--- src/rtl/tmr_pkg.sv ---
package tmr_pkg;
  localparam int ADDR_W = 2;
  localparam logic [ADDR_W-1:0] ADDR_COUNT  = 2'd0;
  localparam logic [ADDR_W-1:0] ADDR_RELOAD = 2'd1;
endpackage

--- src/rtl/tmr_regs.sv ---
module tmr_regs
  import tmr_pkg::*;
#(
  parameter int CNT_W = 24,
  parameter int REG_W = CNT_W + 1
) (
  input  logic              clk,
  input  logic              rst,
  input  logic              wr_en,
  input  logic [ADDR_W-1:0] wr_addr,
  input  logic [REG_W-1:0]  wr_data,
  input  logic [ADDR_W-1:0] rd_addr,
  output logic [REG_W-1:0]  rd_data,
  input  logic [CNT_W-1:0]  cnt,
  output logic              cnt_ld,
  output logic [CNT_W-1:0]  cnt_ld_val,
  output logic [CNT_W-1:0]  reload_val,
  output logic              irq_en
);
  localparam int EN_BIT = CNT_W;

  logic reload_wr;

  assign cnt_ld     = wr_en && (wr_addr == ADDR_COUNT);
  assign reload_wr  = wr_en && (wr_addr == ADDR_RELOAD);
  assign cnt_ld_val = wr_data[CNT_W-1:0];

  // Reload value and interrupt enable share one register word
  always_ff @(posedge clk) begin
    if (rst) begin
      reload_val <= '0;
      irq_en     <= 1'b0;
    end else if (reload_wr) begin
      reload_val <= wr_data[CNT_W-1:0];
      irq_en     <= wr_data[EN_BIT];
    end
  end

  // Registered read mux
  always_ff @(posedge clk) begin
    if (rst) begin
      rd_data <= '0;
    end else begin
      case (rd_addr)
        ADDR_COUNT:  rd_data <= {1'b0, cnt};
        ADDR_RELOAD: rd_data <= {irq_en, reload_val};
        default:     rd_data <= '0;
      endcase
    end
  end

  p_reload_wr_r10: assert property (@(posedge clk) disable iff (rst)
    reload_wr |=> (reload_val == $past(wr_data[CNT_W-1:0])) && (irq_en == $past(wr_data[EN_BIT])));

  p_unmapped_rd_r10: assert property (@(posedge clk) disable iff (rst)
    (rd_addr != ADDR_COUNT && rd_addr != ADDR_RELOAD) |=> (rd_data == '0));

  p_reload_hold_r10: assert property (@(posedge clk) disable iff (rst)
    !reload_wr |=> $stable(reload_val) && $stable(irq_en));
endmodule

--- src/rtl/tmr_counter.sv ---
module tmr_counter #(
  parameter int CNT_W = 24
) (
  input  logic             clk,
  input  logic             rst,
  input  logic             ld,
  input  logic [CNT_W-1:0] ld_val,
  input  logic [CNT_W-1:0] reload_val,
  output logic [CNT_W-1:0] cnt,
  output logic             zero
);
  localparam logic [CNT_W-1:0] ONE = CNT_W'(1);

  assign zero = (cnt == '0);

  // Software load first, then reload at zero, then decrement
  always_ff @(posedge clk) begin
    if (rst)       cnt <= '0;
    else if (ld)   cnt <= ld_val;
    else if (zero) cnt <= reload_val;
    else           cnt <= cnt - ONE;
  end

  p_dec_r2: assert property (@(posedge clk) disable iff (rst)
    (!ld && cnt != '0) |=> (cnt == $past(cnt) - ONE));

  p_reload_r3: assert property (@(posedge clk) disable iff (rst)
    (!ld && cnt == '0) |=> (cnt == $past(reload_val)));

  p_wr_prio_r8: assert property (@(posedge clk) disable iff (rst)
    ld |=> (cnt == $past(ld_val)));
endmodule

--- src/rtl/tmr_irq_gate.sv ---
module tmr_irq_gate #(
  parameter int TD_W = 2
) (
  input  logic            clk,
  input  logic            rst,
  input  logic            zero,
  input  logic            clr,
  input  logic            irq_en,
  input  logic            dis_all,
  input  logic [TD_W-1:0] td,
  input  logic            ext_dis,
  output logic            pend,
  output logic            req
);
  logic pass;

  // The external-interrupt disable is deliberately left out of this gate
  assign pass = irq_en && !dis_all && (td == '0);

  always_ff @(posedge clk) begin
    if (rst) begin
      pend <= 1'b0;
      req  <= 1'b0;
    end else begin
      if (zero)     pend <= 1'b1;
      else if (clr) pend <= 1'b0;
      req <= pend && pass;
    end
  end

  p_zero_sets_r4: assert property (@(posedge clk) disable iff (rst)
    zero |=> pend);

  p_sticky_r5: assert property (@(posedge clk) disable iff (rst)
    (pend && !clr) |=> pend);

  p_clear_r5: assert property (@(posedge clk) disable iff (rst)
    (clr && !zero) |=> !pend);

  p_masked_r6: assert property (@(posedge clk) disable iff (rst)
    (!irq_en || dis_all || (td != '0) || !pend) |=> !req);

  p_ext_dis_ignored_r7: assert property (@(posedge clk) disable iff (rst)
    (ext_dis && pend && irq_en && !dis_all && (td == '0)) |=> req);
endmodule

--- src/rtl/cycle_timer_irq.sv ---
module cycle_timer_irq
  import tmr_pkg::*;
#(
  parameter int CNT_W = 24,
  parameter int TD_W  = 2,
  parameter int REG_W = CNT_W + 1
) (
  input  logic              clk,
  input  logic              rst,
  input  logic              wr_en,
  input  logic [ADDR_W-1:0] wr_addr,
  input  logic [REG_W-1:0]  wr_data,
  input  logic [ADDR_W-1:0] rd_addr,
  output logic [REG_W-1:0]  rd_data,
  input  logic              cfg_disable_all,
  input  logic [TD_W-1:0]   tmr_dis_field,
  input  logic              ext_int_disable,
  input  logic              pend_clr,
  output logic              irq_pending,
  output logic              irq_req
);
  logic [CNT_W-1:0] cnt;
  logic             cnt_ld;
  logic [CNT_W-1:0] cnt_ld_val;
  logic [CNT_W-1:0] reload_val;
  logic             irq_en;
  logic             zero;

  tmr_regs #(.CNT_W(CNT_W), .REG_W(REG_W)) u_regs (
    .clk        (clk),
    .rst        (rst),
    .wr_en      (wr_en),
    .wr_addr    (wr_addr),
    .wr_data    (wr_data),
    .rd_addr    (rd_addr),
    .rd_data    (rd_data),
    .cnt        (cnt),
    .cnt_ld     (cnt_ld),
    .cnt_ld_val (cnt_ld_val),
    .reload_val (reload_val),
    .irq_en     (irq_en)
  );

  tmr_counter #(.CNT_W(CNT_W)) u_cnt (
    .clk        (clk),
    .rst        (rst),
    .ld         (cnt_ld),
    .ld_val     (cnt_ld_val),
    .reload_val (reload_val),
    .cnt        (cnt),
    .zero       (zero)
  );

  tmr_irq_gate #(.TD_W(TD_W)) u_gate (
    .clk     (clk),
    .rst     (rst),
    .zero    (zero),
    .clr     (pend_clr),
    .irq_en  (irq_en),
    .dis_all (cfg_disable_all),
    .td      (tmr_dis_field),
    .ext_dis (ext_int_disable),
    .pend    (irq_pending),
    .req     (irq_req)
  );
endmodule

--- config.mk ---
export PLATFORM = sky130hd
export DESIGN_NAME = cycle_timer_irq
export DESIGN_NICKNAME = d
export VERILOG_FILES = /design/src/rtl/tmr_pkg.sv /design/src/rtl/tmr_regs.sv /design/src/rtl/tmr_counter.sv /design/src/rtl/tmr_irq_gate.sv /design/src/rtl/cycle_timer_irq.sv
export SDC_FILE = /design/constraint.sdc
export NUM_CORES = 1
export LEC_CHECK = 0
export BUFFER_PORTS_ARGS = -buffer_cell sky130_fd_sc_hd__buf_2
export CELL_PAD_IN_SITES_DETAIL_PLACEMENT = 0
export CELL_PAD_IN_SITES_GLOBAL_PLACEMENT = 1
export CORE_MARGIN = 2
export CORE_UTILIZATION = 36
export CTS_BUF_LIST = sky130_fd_sc_hd__clkbuf_16
export DETAILED_ROUTE_END_ITERATION = 7
export GPL_ROUTABILITY_DRIVEN = 0
export PLACE_DENSITY = 0.71
export SYNTH_ARGS = -nofsm -noshare
export SYNTH_HDL_FRONTEND = slang
export SYNTH_SLANG_ARGS = --single-unit
export TNS_END_PERCENT = 1
--- constraint.sdc ---
create_clock -name clk -period 2.52 [get_ports clk]
set_clock_uncertainty 0.2 [all_clocks]
set_input_delay 0.378 -clock clk [delete_from_list [all_inputs] [get_ports clk]]
set_output_delay 0.378 -clock clk [all_outputs]
set_load 0.1 [all_outputs]
==> flow_summary.json, run 1 <==
{
  "holdWs_ns": 0.05972,
  "clock_latency_ns": 0.33,
  "synth_area_leaders": "dfxtp_1 (47%), nand2_1 (8.6%), mux2i_1 (8.0%)",
  "synth_fa_ha_area_frac": 0.007651,
  "p_clk_frac": 0.276,
  "fin_crit_sh": 0.9703,
  "dr.pass1.iters": 4,
  "drt_iter0_markers": 116,
  "cts.path.max_buffers": 2,
  "slowest_delay_ns": 0.54,
  "hold_violations": 0,
  "vias": 2920,
  "fmax_mhz": 409.0,
  "final-max-slew-violation-count": 0,
  "htreeDepth": 3,
  "antenna_found_initial": 0,
  "end_kind": "flop",
  "synthXorXnorAreaFrac": 0.03213,
  "gr-usage-met3": 0.04638,
  "area_growth_pct": 24.71,
  "drive_gt1_frac": 0.2251,
  "fin_area_um2": 4079,
  "finalCriticalPeriod_ns": 2.445,
  "power_frac_comb": 0.393,
  "wl_um": 8616,
  "pre_cts_slack_ns": 0.03418,
  "die_area_um2": 9863,
  "die_h_um": 99.32,
  "start_util": 0.3732,
  "synthArstFlopShare": 0,
  "setup_tns_ns": 0,
  "n_antenna_cell": 0,
  "fin_ws_ns": 0.07473,
  "synth_compound_area_frac": 0.1603,
  "cts-root-buf": "clkbuf_16",
  "core_um2": 8763,
  "io_buffers": 62,
  "p_sw_mw": 1.752,
  "cts_buffers": 9,
  "synth_flop_cell": "dfxtp_1",
  "synth_edf_count": 0,
  "clock-sinks": 76,
  "tightest_slew_ns": 0.5615,
  "synth_seq_area_share": 0.4652,
  "cp_slowest_cell": "or4_4",
  "finalNetCount": 497,
  "met1_usage": 0.2546,
  "p_int_mw": 3.060,
  "place_area_um2": 3767,
  "post_drt_wl_per_cell_um": 15.12,
  "max_slew_margin": 0.6257,
  "synth.distinct_cells": 46,
  "routed_via_density": 5.123,
  "num_rows": 34,
  "grt.busiest_layer": "met2",
  "regArea_um2": 1521,
  "drc": 0,
  "synth_area_um2": 3271,
  "cts_tree": "built",
  "synth_mux_area_frac": 0.07957,
  "grtUsageTotal": 0.1844,
  "grt_util_met2": 0.2869,
  "run_status": "completed",
  "ir_drop_mv": 0.4034,
  "first_global_vias": 2809,
  "power_density_nw_per_um2": 1180,
  "io_pins": 64,
  "clk_pin_slew_worst_paths_ns": 0.06,
  "yosysTopAreaCell": "dfxtp_1",
  "power.leakage_nw": 1.696,
  "min_path_type": "in -> reg",
  "syn-num-nets": 429,
  "syn_area_per_cell_um2": 8.386,
  "dp_hpwl_um": 5844,
  "cap_violations": 0,
  "path_class": "reg -> reg",
  "setup_violations": 0,
  "worstPathArrival_ns": 2.47,
  "rsz0062_at_grt": "false",
  "synth-seq-cells": 76,
  "cp-start-kind": "flop",
  "synth_top_family_by_area": "simple AND/OR/NAND/NOR gates",
  "synth-simple-area-share": 0.2131,
  "die_width_um": 99.32,
  "nFillCells": 884,
  "multi_input_area_um2": 1618,
  "path_cells": "or4_4 -> or4_4 -> buf_4 -> or3_1 -> a32o_1",
  "cpMostUsedCell": "or4_4",
  "overflow": 0,
  "swShare": 0.3641,
  "grt_max_degree": 26,
  "synth_cells": 390,
  "crit_fanout": 8,
  "grt_pass1_wl_um": 14430,
  "postLayoutCoreUtil": 0.4654,
  "antenna_left": 0,
  "yosysWarnings": 0,
  "critPathRequiredTime_ns": 2.54,
  "yosys.area.top_type_share": 0.4652,
  "p_seq_frac": 0.331
}
## power groups by stage
stage / Combinational (mW) / Clock, mW / Sequential [mW]
after floorplan: 1.18 / 0 / 1.77
after global placement: 1.84 / 0 / 1.61
after detailed placement: 1.85 / 0 / 1.61
after CTS: 1.87 / 1.36 / 1.59
after global routing: 2.09 / 1.42 / 1.63
final: 1.89 / 1.33 / 1.59
## stage by stage
stage	power (mW)	std cells
floorplan	2.949	390
global placement	3.449	555
detailed placement	3.462	555
CTS	4.817	570
global route	5.145	570
finish	4.812	570
## critical path, delay by kind of cell (launching register included)
family	cells	cell delay, ns
buffers and inverters	1	0.18
AND/OR/NAND/NOR	3	1.40
AO/OA/AOI/OAI	1	0.25
flip-flops	1	0.32
## final cells by class
class                   count  area share
inverters                   3    0.002761
repair buffers             84      0.1196
clock inverters             6     0.01963
flip-flops and latches     76      0.3730
multi-input cells         284      0.3966
clock buffers               9     0.05521
well taps                 108     0.03313
## sequential cells by signal (all words and copies together) (netlist names)
register and count:
u_regs.irq_en 1, u_regs.rd_data 25, u_gate.req 1, u_regs.reload_val 24, u_cnt.cnt 24, u_gate.pend 1
## cells in the final DEF, fill, tap and decap left out, drive strengths merged, types with 3 or more instances in the layout
master | Yosys | final
or4 | 3 | 3
buf | 5 | 84
or3 | 6 | 6
nor2 | 39 | 39
nand2 | 75 | 75
clkbuf | 22 | 9
o21ai | 38 | 38
a21oi | 26 | 26
or2 | 4 | 4
inv | 3 | 3
o22ai | 5 | 5
dfxtp | 76 | 76
clkinv | 0 | 3
nor3 | 3 | 3
xnor2 | 12 | 12
nand4 | 5 | 5
mux2i | 26 | 26
a32oi | 3 | 3
nor4 | 4 | 4
nand3 | 4 | 4
## path summary, 6_finish.rpt
kind                            cells past startpoint                        from  slack [ns]                       endpoint
worst min register to register                      2  u_regs.irq_en$_SDFFE_PP0P_        0.27  u_regs.rd_data[24]$_SDFF_PP0_
worst max register to register                      5    u_cnt.cnt[18]$_SDFF_PP0_        0.07        u_cnt.cnt[1]$_SDFF_PP0_
worst max-delay path                                5    u_cnt.cnt[18]$_SDFF_PP0_        0.07        u_cnt.cnt[1]$_SDFF_PP0_
worst min-delay path                                3                  wr_data[3]        0.06        u_cnt.cnt[3]$_SDFF_PP0_
## kinds of logic after synthesis
kind of cell,count (synthesis)
buffers and inverters,30
AO/OA/AOI/OAI,89
adder cells (fa/ha/maj),2
multiplexers,26
AND/OR/NAND/NOR,155
XOR/XNOR,12
flip-flops,76
## what timing repair did
| item | in CTS | in global routing |
|---|---|---|
| buffers inserted | 0 | 0 |
| gates resized for setup | 0 | 3 |
| setup endpoints to repair | 0 | 22 |
| hold buffers | 0 | 0 |
| endpoints found under the hold margin | 0 | 0 |
## metal layers
metal  vias up  share of wire
li1       1494              -
met1      1354           0.49
met2        65           0.45
met4         0         0.0078
met3         7          0.047
met5         -              0
## synth_stat cells (3+ instances only)
| library cell | number |
|---|---|
| buf_6 | 3 |
| o21ai_0 | 28 |
| mux2i_1 | 26 |
| o21ai_1 | 10 |
| nor3_1 | 3 |
| nand4_1 | 5 |
| or3_1 | 6 |
| nor4_1 | 4 |
| xnor2_1 | 12 |
| a32oi_1 | 3 |
| or2_2 | 3 |
| nand3_1 | 4 |
| dfxtp_1 | 76 |
| a21oi_1 | 26 |
| nand2_1 | 75 |
| o22ai_1 | 5 |
| clkbuf_1 | 22 |
| nor2_1 | 38 |
| inv_1 | 3 |
Note: power is estimated with default switching activity, not from simulation.
==> run 2, diff against run 1 <==
--- a/config.mk
+++ b/config.mk
@@ -8,7 +8,7 @@
 export BUFFER_PORTS_ARGS = -buffer_cell sky130_fd_sc_hd__buf_2
 export CELL_PAD_IN_SITES_DETAIL_PLACEMENT = 0
 export CELL_PAD_IN_SITES_GLOBAL_PLACEMENT = 1
-export CORE_MARGIN = 2
+export CORE_MARGIN = 4
 export CORE_UTILIZATION = 36
 export CTS_BUF_LIST = sky130_fd_sc_hd__clkbuf_16
 export DETAILED_ROUTE_END_ITERATION = 7
==> flow_summary.json, run 2 (synthesized netlist as in run 1, its figures left out) <==
{
  "cp_slowest_cell": "or4_4",
  "antenna_found_initial": 0,
  "regMostFlops": "u_regs.rd_data",
  "cts_tree": "built",
  "wl_um": 8534,
  "path_class": "reg -> reg",
  "num_rows": 34,
  "area_growth_pct": 24.29,
  "fin_ws_ns": 0.06954,
  "total_power_mw": 4.700,
  "cp_top_family": "simple AND/OR/NAND/NOR gates",
  "routed_via_density": 5.084,
  "die_h_um": 103.3,
  "fin_crit_sh": 0.9724,
  "end_kind": "flop",
  "vias": 2908,
  "place_area_um2": 3775,
  "clock-sinks": 76,
  "drive_gt1_frac": 0.2263,
  "multi_input_area_um2": 1618,
  "clock_latency_ns": 0.33,
  "crit_buf_inv": 1,
  "rr_startpoint": "u_cnt.cnt[18]$_SDFF_PP0_",
  "die_area_um2": 10670,
  "p_int_mw": 2.950,
  "ff2ff_path_depth": 5,
  "worstPathArrival_ns": 2.47,
  "path_cells": "or4_4 -> or4_4 -> buf_4 -> or3_1 -> a32o_1",
  "crit_path_end": "u_cnt.cnt[1]$_SDFF_PP0_",
  "die_width_um": 103.3,
  "p_clk_frac": 0.262,
  "hold_violations": 0,
  "largest_reg_flops": 25,
  "grtUsageTotal": 0.1700,
  "final_common_cell": "dfxtp_1",
  "ir_drop_mv": 0.4352,
  "io_pins": 64,
  "fin_area_um2": 4065,
  "setup_tns_ns": 0,
  "drt_iter0_markers": 121,
  "dp_hpwl_um": 5858,
  "run_status": "completed",
  "top_regs": "u_regs.rd_data (25), u_cnt.cnt (24), u_regs.reload_val (24)",
  "cts_hold_buf": 0,
  "dr.pass1.iters": 4,
  "final-max-slew-violation-count": 0,
  "fmax_mhz": 408.1,
  "cts_buffers": 9,
  "crit_fanout": 12,
  "cts-root-buf": "clkbuf_16",
  "swShare": 0.3722,
  "pre_cts_slack_ns": 0.06701,
  "setup_violations": 0,
  "tightest_slew_ns": 0.5565,
  "first_global_vias": 2761,
  "nFillCells": 898,
  "start_util": 0.3732,
  "p_sw_mw": 1.749,
  "postCtsSetupRepairBufs": 0,
  "power.leakage_nw": 1.697,
  "p_seq_frac": 0.333,
  "cpMostUsedCell": "or4_4",
  "min_path_type": "in -> reg",
  "htreeDepth": 3,
  "clk_pin_slew_worst_paths_ns": 0.06,
  "cap_violations": 0,
  "critPathRequiredTime_ns": 2.54,
  "cp-start-kind": "flop",
  "antenna_left": 0,
  "final_cell_mix": "dfxtp_1 (76), nand2_1 (75), buf_2 (62), nor2_1 (38), o21ai_0 (27)",
  "grt_max_degree": 26,
  "crit_path_start": "u_cnt.cnt[18]$_SDFF_PP0_",
  "io_buffers": 62,
  "finalNetCount": 498,
  "regArea_um2": 1521,
  "postLayoutCoreUtil": 0.4639,
  "cp_num_cells": 5,
  "drc": 0,
  "cts.path.max_buffers": 2,
  "r2r_setup_slack_ns": 0.07,
  "overflow": 0,
  "power_frac_comb": 0.405,
  "post_drt_wl_per_cell_um": 14.92,
  "worst_r2r_endpoint": "u_cnt.cnt[1]$_SDFF_PP0_",
  "grt_pass1_wl_um": 13910,
  "n_antenna_cell": 0,
  "slowest_delay_ns": 0.54,
  "power_density_nw_per_um2": 1156,
  "max_slew_margin": 0.6290,
  "core_um2": 8763,
  "finalCriticalPeriod_ns": 2.450
}
-- run 2: how the worst min path moves through the flow --
stage                                           from                       endpoint  slack [ns]  cells after the start
after floorplan           u_regs.irq_en$_SDFFE_PP0P_  u_regs.rd_data[24]$_SDFF_PP0_        0.22                      2
after global placement    u_regs.irq_en$_SDFFE_PP0P_  u_regs.rd_data[24]$_SDFF_PP0_        0.24                      2
after detailed placement  u_regs.irq_en$_SDFFE_PP0P_  u_regs.rd_data[24]$_SDFF_PP0_        0.25                      2
after CTS                                 wr_data[0]        u_cnt.cnt[0]$_SDFF_PP0_        0.06                      3
after global routing                     wr_data[17]       u_cnt.cnt[17]$_SDFF_PP0_        0.07                      3
final                                     wr_data[0]        u_cnt.cnt[0]$_SDFF_PP0_        0.07                      3
-- run 2: metal layers --
layer	vias up	track usage	share of wire
met4	0	0.05976	0.013
met2	62	0.2496	0.44
met5	-	0	0
met3	10	0.03622	0.049
met1	1343	0.2462	0.50
li1	1493	-	-
-- run 2: cell type report --
class	instances	share of cell area
Multi-Input combinational cell	284	0.3980
Sequential cell	76	0.3743
Timing Repair Buffer	85	0.1219
Clock buffer	9	0.05540
Tap cell	108	0.03324
Clock inverter	7	0.01447
Inverter	3	0.002770
-- run 2: tightest hold or removal path: cells and delay by family --
family	cells	cell delay, ns
AO/OA/AOI/OAI	1	0.05
buffers and inverters	1	0.09
AND/OR/NAND/NOR	1	0.04
-- run 2: per-stage QoR --
step / cells / hold WS [ns]
after floorplan: 390 / 0.2187
after global routing: 572 / 0.07439
after CTS: 572 / 0.05699
after detailed placement: 556 / 0.2488
after global placement: 556 / 0.2410
final: 572 / 0.06507
-- run 2: power by group through the flow --
stage          clock network (mW)  logic (mW)  registers (mW)
2_1_floorplan                   0        1.18            1.77
3_3_place_gp                    0        1.86            1.58
3_5_place_dp                    0        1.88            1.59
4_1_cts                      1.26        1.89            1.56
5_1_grt                      1.31        2.13            1.60
6_report                     1.23        1.90            1.57
-- run 2: timing repair --
action | 4_1_cts | 5_1_grt
gates resized for setup | 0 | 3
endpoints found under the hold margin | 0 | 0
endpoints found under the setup margin | 0 | 15
